### config.mk
export PLATFORM = sky130hd
export DESIGN_NAME = ir_codec
export DESIGN_NICKNAME = d
export VERILOG_FILES = /design/src/rtl/ir_codec_pkg.sv /design/src/rtl/ir_sync_chain.sv /design/src/rtl/ir_pulse_enc.sv /design/src/rtl/ir_pulse_dec.sv /design/src/rtl/ir_codec.sv
export SDC_FILE = /design/constraint.sdc
export NUM_CORES = 1
export LEC_CHECK = 0
export ABC_AREA = 1
export BUFFER_PORTS_ARGS = -buffer_cell sky130_fd_sc_hd__buf_2
export CELL_PAD_IN_SITES_DETAIL_PLACEMENT = 1
export CELL_PAD_IN_SITES_GLOBAL_PLACEMENT = 1
export CORE_UTILIZATION = 40
export DETAILED_ROUTE_END_ITERATION = 16
export GPL_TIMING_DRIVEN = 1
export PLACE_DENSITY = 0.78
export SYNTH_ARGS = -nofsm -noshare
export SYNTH_HDL_FRONTEND = slang
export SYNTH_HIERARCHICAL = 1
export SYNTH_SLANG_ARGS = --single-unit
### constraint.sdc
create_clock -name clk -period 4 [get_ports clk]
set_input_delay 0.2 -clock clk [delete_from_list [all_inputs] [get_ports clk]]
set_output_delay 0.2 -clock clk [all_outputs]
set_load 0.02 [all_outputs]
### src/rtl/ir_codec_pkg.sv
package ir_codec_pkg;

  // True when a cell index lies in the pulse window [start, start+len)
  function automatic logic in_window(input int unsigned phase,
                                     input int unsigned start,
                                     input int unsigned len);
    return (phase >= start) && (phase < start + len);
  endfunction

  // Cell index that follows cur, wrapping at ovs
  function automatic int unsigned next_phase(input int unsigned cur,
                                             input int unsigned ovs);
    return (cur + 1 >= ovs) ? 0 : cur + 1;
  endfunction

endpackage

### src/rtl/ir_sync_chain.sv
module ir_sync_chain #(
  parameter int unsigned STAGES = 2
) (
  input  logic clk,
  input  logic rst_n,
  input  logic d_i,
  output logic q_o
);
  logic [STAGES-1:0] stage_q;

  always_ff @(posedge clk or negedge rst_n) begin
    if (!rst_n) begin
      stage_q <= '0;
    end else begin
      stage_q[0] <= d_i;
      for (int i = 1; i < int'(STAGES); i++) begin
        stage_q[i] <= stage_q[i-1];
      end
    end
  end

  assign q_o = stage_q[STAGES-1];
endmodule

### src/rtl/ir_pulse_enc.sv
module ir_pulse_enc
  import ir_codec_pkg::*;
#(
  parameter int unsigned OVS    = 16,
  parameter int unsigned PSTART = 7,
  parameter int unsigned PLEN   = 3
) (
  input  logic clk,
  input  logic rst_n,
  input  logic en_i,
  input  logic tick_i,
  input  logic txd_i,
  output logic ir_tx_o
);
  localparam int unsigned PW = (OVS > 1) ? $clog2(OVS) : 1;
  localparam logic [PW-1:0] PHASE_AFTER_START = PW'(next_phase(PSTART, OVS));

  logic [PW-1:0] phase_q, cur_phase;
  logic          prev_q, edge_evt, pulse_d, pulse_q;

  // A change of the serial level marks the start of a new bit cell
  always_comb begin
    edge_evt  = txd_i ^ prev_q;
    cur_phase = edge_evt ? '0 : phase_q;
    pulse_d   = !txd_i && in_window(32'(cur_phase), PSTART, PLEN);
  end

  always_ff @(posedge clk or negedge rst_n) begin
    if (!rst_n) begin
      phase_q <= '0;
      prev_q  <= 1'b1;
      pulse_q <= 1'b0;
    end else if (!en_i) begin
      phase_q <= '0;
      prev_q  <= 1'b1;
      pulse_q <= 1'b0;
    end else if (tick_i) begin
      phase_q <= PW'(next_phase(32'(cur_phase), OVS));
      prev_q  <= txd_i;
      pulse_q <= pulse_d;
    end
  end

  assign ir_tx_o = pulse_q;

  // a pulse begins only on the tick of the first window index
  p_rise_at_start_r2: assert property (@(posedge clk) disable iff (!rst_n)
    $rose(pulse_q) |-> (phase_q == PHASE_AFTER_START));

  // the pulse is present only while the last sampled bit was zero
  p_pulse_zero_bit_r3: assert property (@(posedge clk) disable iff (!rst_n)
    pulse_q |-> !prev_q);

  // output moves only on tick edges while enabled
  p_hold_between_ticks_r9: assert property (@(posedge clk) disable iff (!rst_n)
    (en_i && !tick_i) |=> $stable(pulse_q));
endmodule

### src/rtl/ir_pulse_dec.sv
module ir_pulse_dec #(
  parameter int unsigned OVS         = 16,
  parameter int unsigned SYNC_STAGES = 2
) (
  input  logic clk,
  input  logic rst_n,
  input  logic en_i,
  input  logic tick_i,
  input  logic ir_rx_i,
  output logic rxd_o
);
  localparam int unsigned CW = $clog2(OVS + 1);
  localparam logic [CW-1:0] STRETCH = CW'(OVS);

  logic          sync_q, prev_q, rise_evt, final_tick, accept;
  logic [CW-1:0] rx_cnt;
  logic          rxd_q;

  ir_sync_chain #(.STAGES(SYNC_STAGES)) u_sync (
    .clk   (clk),
    .rst_n (rst_n),
    .d_i   (ir_rx_i),
    .q_o   (sync_q)
  );

  // Edge is accepted when idle, or in the cycle the window expires
  always_comb begin
    rise_evt   = sync_q && !prev_q;
    final_tick = tick_i && (rx_cnt == CW'(1));
    accept     = en_i && rise_evt && ((rx_cnt == '0) || final_tick);
  end

  always_ff @(posedge clk or negedge rst_n) begin
    if (!rst_n) begin
      prev_q <= 1'b0;
      rx_cnt <= '0;
      rxd_q  <= 1'b1;
    end else begin
      prev_q <= sync_q;
      if (!en_i) begin
        rx_cnt <= '0;
        rxd_q  <= 1'b1;
      end else if (accept) begin
        rx_cnt <= STRETCH;
        rxd_q  <= 1'b0;
      end else if (tick_i && (rx_cnt != '0)) begin
        rx_cnt <= rx_cnt - CW'(1);
        if (rx_cnt == CW'(1)) rxd_q <= 1'b1;
      end
    end
  end

  assign rxd_o = rxd_q;

  // low level and a running window always go together
  p_low_has_window_r5: assert property (@(posedge clk) disable iff (!rst_n)
    !rxd_q |-> (rx_cnt != '0));
  p_high_no_window_r5: assert property (@(posedge clk) disable iff (!rst_n)
    rxd_q |-> (rx_cnt == '0));

  // a mid-window edge never lengthens the window
  p_busy_ignore_r6: assert property (@(posedge clk) disable iff (!rst_n)
    (rise_evt && rx_cnt > CW'(1)) |=> (rx_cnt <= $past(rx_cnt)));

  // edge on the closing tick starts a fresh window
  p_restart_on_close_r7: assert property (@(posedge clk) disable iff (!rst_n)
    (en_i && rise_evt && tick_i && rx_cnt == CW'(1)) |=> (rx_cnt == STRETCH && !rxd_q));
endmodule

### src/rtl/ir_codec.sv
module ir_codec #(
  parameter int unsigned OVS         = 16,
  parameter int unsigned PSTART      = 7,
  parameter int unsigned PLEN        = 3,
  parameter int unsigned SYNC_STAGES = 2
) (
  input  logic clk,
  input  logic rst_n,
  input  logic tick16_i,
  input  logic ir_en_i,
  input  logic uart_txd_i,
  output logic uart_rxd_o,
  output logic ir_tx_o,
  input  logic ir_rx_i
);
  ir_pulse_enc #(.OVS(OVS), .PSTART(PSTART), .PLEN(PLEN)) u_enc (
    .clk     (clk),
    .rst_n   (rst_n),
    .en_i    (ir_en_i),
    .tick_i  (tick16_i),
    .txd_i   (uart_txd_i),
    .ir_tx_o (ir_tx_o)
  );

  ir_pulse_dec #(.OVS(OVS), .SYNC_STAGES(SYNC_STAGES)) u_dec (
    .clk     (clk),
    .rst_n   (rst_n),
    .en_i    (ir_en_i),
    .tick_i  (tick16_i),
    .ir_rx_i (ir_rx_i),
    .rxd_o   (uart_rxd_o)
  );

  // disabled codec presents idle levels on both outputs
  p_off_idle_r8: assert property (@(posedge clk) disable iff (!rst_n)
    !ir_en_i |=> (!ir_tx_o && uart_rxd_o));
endmodule

# ---- After elaboration in Yosys (flattened, before gate mapping)
# Index checks and enable logic that the tools add are counted.
dict set report totals {
  register_bits 15
  output_inout_bits 2
}
dict set report op_classes {
  n_addsub 2
  magnitude_cmp 3
  n_eq_ne 4
  mux 15
  n_bitwise 1
  reduce_logical 13
}
# cell count
set ops {}
lappend ops {{$mux 4} 4}
lappend ops {{$mux 5} 3}
lappend ops {{$mux 1} 8}
lappend ops {{$logic_and 1x1->1} 7}
lappend ops {{$ne 3x1->1 const B} 2}
lappend ops {{$add 4x1->5 const B} 1}
lappend ops {{$eq 5x1->1 const B} 1}
lappend ops {{$ge 5x5->1 const B} 1}
lappend ops {{$logic_not 5->1} 1}
lappend ops {{$reduce_bool 5->1} 1}
lappend ops {{$sub 5x1->5 const B} 1}
lappend ops {{$ge 4x3->1 const B} 1}
lappend ops {{$lt 4x4->1 const B} 1}
lappend ops {{$logic_not 1->1} 2}
lappend ops {{$ne 2x2->1 const B} 1}
lappend ops {{$reduce_and 2->1} 1}
lappend ops {{$logic_or 1x1->1} 1}
lappend ops {{$xor 1x1->1} 1}

# ---- Logic depth before layout (Yosys ltp)
dict set report depth {
  ltp_word 7
  ltp_mapped 10
  ltp_nobuf 10
}

# ---- By module
# Netlist, hierarchy kept.
# mod instances cells_per_inst area_per_inst_um2 seq_area_each_um2
set modules_own_cells {}
lappend modules_own_cells {ir_pulse_dec 1 59 485.5 176.4}
lappend modules_own_cells {ir_pulse_enc 1 53 371.6 151.4}
lappend modules_own_cells {ir_sync_chain 1 2 50.0 50.0}

# ---- Worst setup path before layout
# OpenSTA, ideal clock, no wires.
dict set report synth_timing {
  kind {register -> register}
  from {register u_enc.prev_q}
  to {register u_enc.phase_q[3]}
  setup_time_ps 116
  arrival_ps 1373
  setup_slack_ps 2510
  stages_incl_launch_ff 11
  period_less_slack_ps 1490
  path_cell_list {dfstp_2 -> inv_2 -> nand2_1 -> nand2_2 -> nor2_1 -> ha_1 -> inv_1 -> o211ai_1 -> nand2_1 -> nand2_1 -> nand2_1}
}
dict set report synth_via {
  elab_chain_cells 7
}
# item line
set synth_lines {}
lappend synth_lines {{from (decl)} ir_pulse_enc.sv:19} ;# logic prev_q, edge_evt, pulse_d, pulse_q;
lappend synth_lines {{from (signal assigned)} ir_pulse_enc.sv:39} ;# prev_q <= txd_i;
lappend synth_lines {{$xor 1x1->1 *} ir_pulse_enc.sv:23} ;# edge_evt = txd_i ^ prev_q;
lappend synth_lines {{$mux 4 *} ir_pulse_enc.sv:24} ;# cur_phase = edge_evt ? '0 : phase_q;
lappend synth_lines {{$add 4x1->5 *} ir_codec_pkg.sv:13} ;# return (cur + 1 >= ovs) ? 0 : cur + 1;
lappend synth_lines {{$ge 5x5->1} ir_codec_pkg.sv:13}
lappend synth_lines {{$mux 4 *} ir_codec_pkg.sv:13}
lappend synth_lines {{$mux 4 *} ir_pulse_enc.sv:37} ;# end else if (tick_i) begin
lappend synth_lines {{$mux 4 *} ir_pulse_enc.sv:33} ;# end else if (!en_i) begin
lappend synth_lines {{to (signal assigned)} ir_pulse_enc.sv:38} ;# phase_q <= PW'(next_phase(32'(cur_phase), OVS));
lappend synth_lines {{to (decl)} ir_pulse_enc.sv:18} ;# logic [PW-1:0] phase_q, cur_phase;
# Every way passes the cells marked *; elsewhere a longest branch is shown, timed or not. The select of a mux whose other input is x is not followed.
# A chain may end at the register's enable or synchronous reset.

# ---- Worst setup path after layout
# Same ends and word-level chain as after synthesis.

==> flow_summary.json <==
{
  "min_path_cells": 3,
  "antenna_found_initial": 0,
  "ant_nets": 0,
  "layout-drive-gt1-share": 0.222,
  "setup_ws_ns": 2.35,
  "ys_ff_latch": 15,
  "grt_start_max_net_pins": 16,
  "die_h_um": 49.6,
  "wl_per_cell_um": 12.8,
  "cts_tree": "done",
  "grt_first_pass_wirelength_um": 3420,
  "critPathKind": "register to register",
  "avgSynthCellArea_um2": 7.96,
  "maxCapViolations": 0,
  "area_growth_pct": 11.6,
  "dieArea_um2": 2460,
  "slew_violations": 0,
  "power_density_nw_per_um2": 565,
  "firstDrtPassIters": 4,
  "cts_htree_levels": 1,
  "ys_types": 23,
  "placed_cell_area_um2": 965,
  "rsz0062_at_grt": "false",
  "hold_violations": 0,
  "yosysWarnings": 6,
  "highest_layer": "met4",
  "worstHoldEndpoint": "u_dec/rx_cnt[2]",
  "nets": 137,
  "p_int_w": 0.000319,
  "ff2ff_path_depth": 10,
  "initial_utilization": 0.444,
  "antennaDiodeCount": 0,
  "synth.cell_area_um2": 907,
  "crit_start": "u_enc/prev_q",
  "hp-class": "primary input to register",
  "p_sw_w": 0.000253,
  "root_buffer": "clkbuf_4",
  "swShare": 0.443,
  "final_area_um2": 1010,
  "seq_area_um2": 378,
  "drc": 0,
  "drt_iter0_markers": 3,
  "multi_input_area_um2": 443,
  "min_from": "ir_en_i",
  "cts_sinks": 15,
  "grt_pass1_vias": 780,
  "path_clk_slew_ns": 0.10,
  "cp.required_ns": 4.20,
  "met2_length_um": 907,
  "cp-start-kind": "register",
  "fin_skew_ns": 0.00294,
  "power.total_w": 0.000572,
  "dp.cells": 147,
  "relSlewSlack": 0.755,
  "synth_cells": 114,
  "routed_wl_um": 1970,
  "wl_met1_um": 991,
  "ys_seq_area_frac": 0.417,
  "grt_usage": 0.188,
  "synth_fp_nets": 124,
  "end_kind": "register",
  "core_area_um2": 2040,
  "finalSetupViolations": 0,
  "min_period_ns": 1.65,
  "overflow": 0,
  "wl_met3_um": 44,
  "finalNonFillerCells": 153,
  "die-width_um": 49.6,
  "clock_latency_ns": 0.29,
  "ir_drop_v": 0.000412,
  "timing.fmax_ghz": 0.605,
  "routed_via_density": 4.94,
  "status": "finished clean",
  "hpwl_um": 1510,
  "dr_total_vias": 756,
  "leakage_nw": 0.535,
  "clkPwrFrac": 0.162,
  "r2r_setup_slack_ns": 2.35,
  "fin_tns_setup_ns": 0,
  "max_slew.worst_pin.slew_ns": 0.366,
  "worstPathArrival_ns": 1.85,
  "fillers": 276,
  "place_congestion": 0.806,
  "p_seq_frac": 0.374,
  "clockBufferDepth": 2,
  "p_comb_frac": 0.464,
  "crit_fanout": 4,
  "cts_buffers": 3,
  "rows": 16,
  "r2r_end": "u_enc/phase_q[3]",
  "io_buffers": 7,
  "pre_cts_ws_ns": 2.36,
  "io_pins": 8,
  "reg2reg_from": "u_enc/prev_q",
  "finalCritPeriodShare": 0.413
}
## placed cells by master, fill, tap and decap left out
cell / synthesis / final
clkinv_2: 0 / 1
dfrtp_1: 13 / 13
buf_2: 0 / 7
nand4_1: 3 / 3
nand3b_1: 1 / 1
o211ai_1: 2 / 2
nand2_1: 30 / 30
ha_1: 4 / 4
nand3_4: 1 / 1
nor2_4: 2 / 2
nand2_2: 5 / 5
nor3_1: 1 / 1
dlygate4sd3_1: 0 / 2
nor3b_4: 1 / 1
or2_2: 1 / 1
nand3_1: 10 / 10
o22ai_1: 1 / 1
clkbuf_4: 0 / 3
a21oi_2: 1 / 1
inv_1: 17 / 17
nand2_4: 1 / 1
a21oi_1: 3 / 3
o21ai_0: 4 / 4
dfstp_2: 2 / 2
inv_2: 3 / 3
nor2_1: 7 / 7
## stage by stage
step,hold slack (ns),util
after floorplan,-0.0956,-
after global placement,0.124,0.472
after detailed placement,0.128,0.472
after CTS,0.183,0.496
after global routing,0.212,0.496
final,0.195,0.496
## synthesized netlist by cell type
library cell / n / area share
nand3_1: 10 / 0.055
nand3_4: 1 / 0.019
ha_1: 4 / 0.055
buf_6: 1 / 0.012
o21ai_0: 4 / 0.022
nor2_4: 2 / 0.025
or2_2: 1 / 0.0069
nor2_1: 7 / 0.029
a21oi_1: 3 / 0.017
inv_2: 3 / 0.012
o211ai_1: 2 / 0.017
a21oi_2: 1 / 0.0097
nand4_1: 3 / 0.021
nor3b_4: 1 / 0.021
dfrtp_1: 13 / 0.36
nand3b_1: 1 / 0.0083
inv_1: 17 / 0.070
nand2_1: 30 / 0.12
nor3_1: 1 / 0.0055
nand2_2: 5 / 0.034
dfstp_2: 2 / 0.058
nand2_4: 1 / 0.012
o22ai_1: 1 / 0.0069
## critical path, cell delays in order (launching register included)
cell and delay (ns):
dfstp_2 0.57, inv_2 0.05, nand2_1 0.06, nand2_2 0.09
nor2_1 0.15, ha_1 0.21, inv_1 0.06, o211ai_1 0.18
nand2_1 0.07, nand2_1 0.07, nand2_1 0.04
## sequential cells by signal (all words and copies together) (netlist names)
signal                flops
u_dec/prev_q              1
u_enc/phase_q             4
u_dec/rx_cnt              5
u_enc/ir_tx_o             1
u_dec/u_sync/stage_q      2
u_dec/rxd_o               1
u_enc/prev_q              1
## kinds of logic (layout without fill, tap and decap cells)
group,count (synthesis),after routing,synth area share
fa+ha+maj,4,4,0.0552
simple gates,63,63,0.361
compound gates,11,11,0.0717
flops,15,15,0.417
buf+inv,21,33,0.0952
## worst max path at each step
stage / end / cells past startpoint
global route: u_enc/phase_q[3] / 10
floorplan: u_enc/phase_q[3] / 10
detailed placement: u_enc/phase_q[3] / 10
finish: u_enc/phase_q[3] / 10
global placement: u_enc/phase_q[3] / 10
CTS: u_enc/phase_q[3] / 10
## layer usage
layer	up-vias	global-route usage
li1	384	-
met1	360	0.246
met2	10	0.309
met3	2	0.0370
met4	0	0.0571
met5	-	0
## area by class of cell
type                       instances  area share
clock buffer                       3      0.0222
clock inverter                     1     0.00494
inverter                          20      0.0742
multi-input combinational         78       0.438
sequential                        15       0.373
tap                               27      0.0334
timing repair buffer               9      0.0544
## power groups by stage
stage / clock [W] / combinational, W / sequential (W)
global route: 0.000103 / 0.000309 / 0.000219
global placement: 0 / 0.000251 / 0.000216
floorplan: 0 / 0.000207 / 0.000214
finish: 0.0000930 / 0.000265 / 0.000214
CTS: 0.0000979 / 0.000268 / 0.000215
detailed placement: 0 / 0.000262 / 0.000218
## repair_timing
item,CTS,global route
buffers inserted,0,0
hold buffers,2,0
endpoints found under the hold margin,14,0
gates resized for setup,0,0
(Power assumes the default switching activity.)
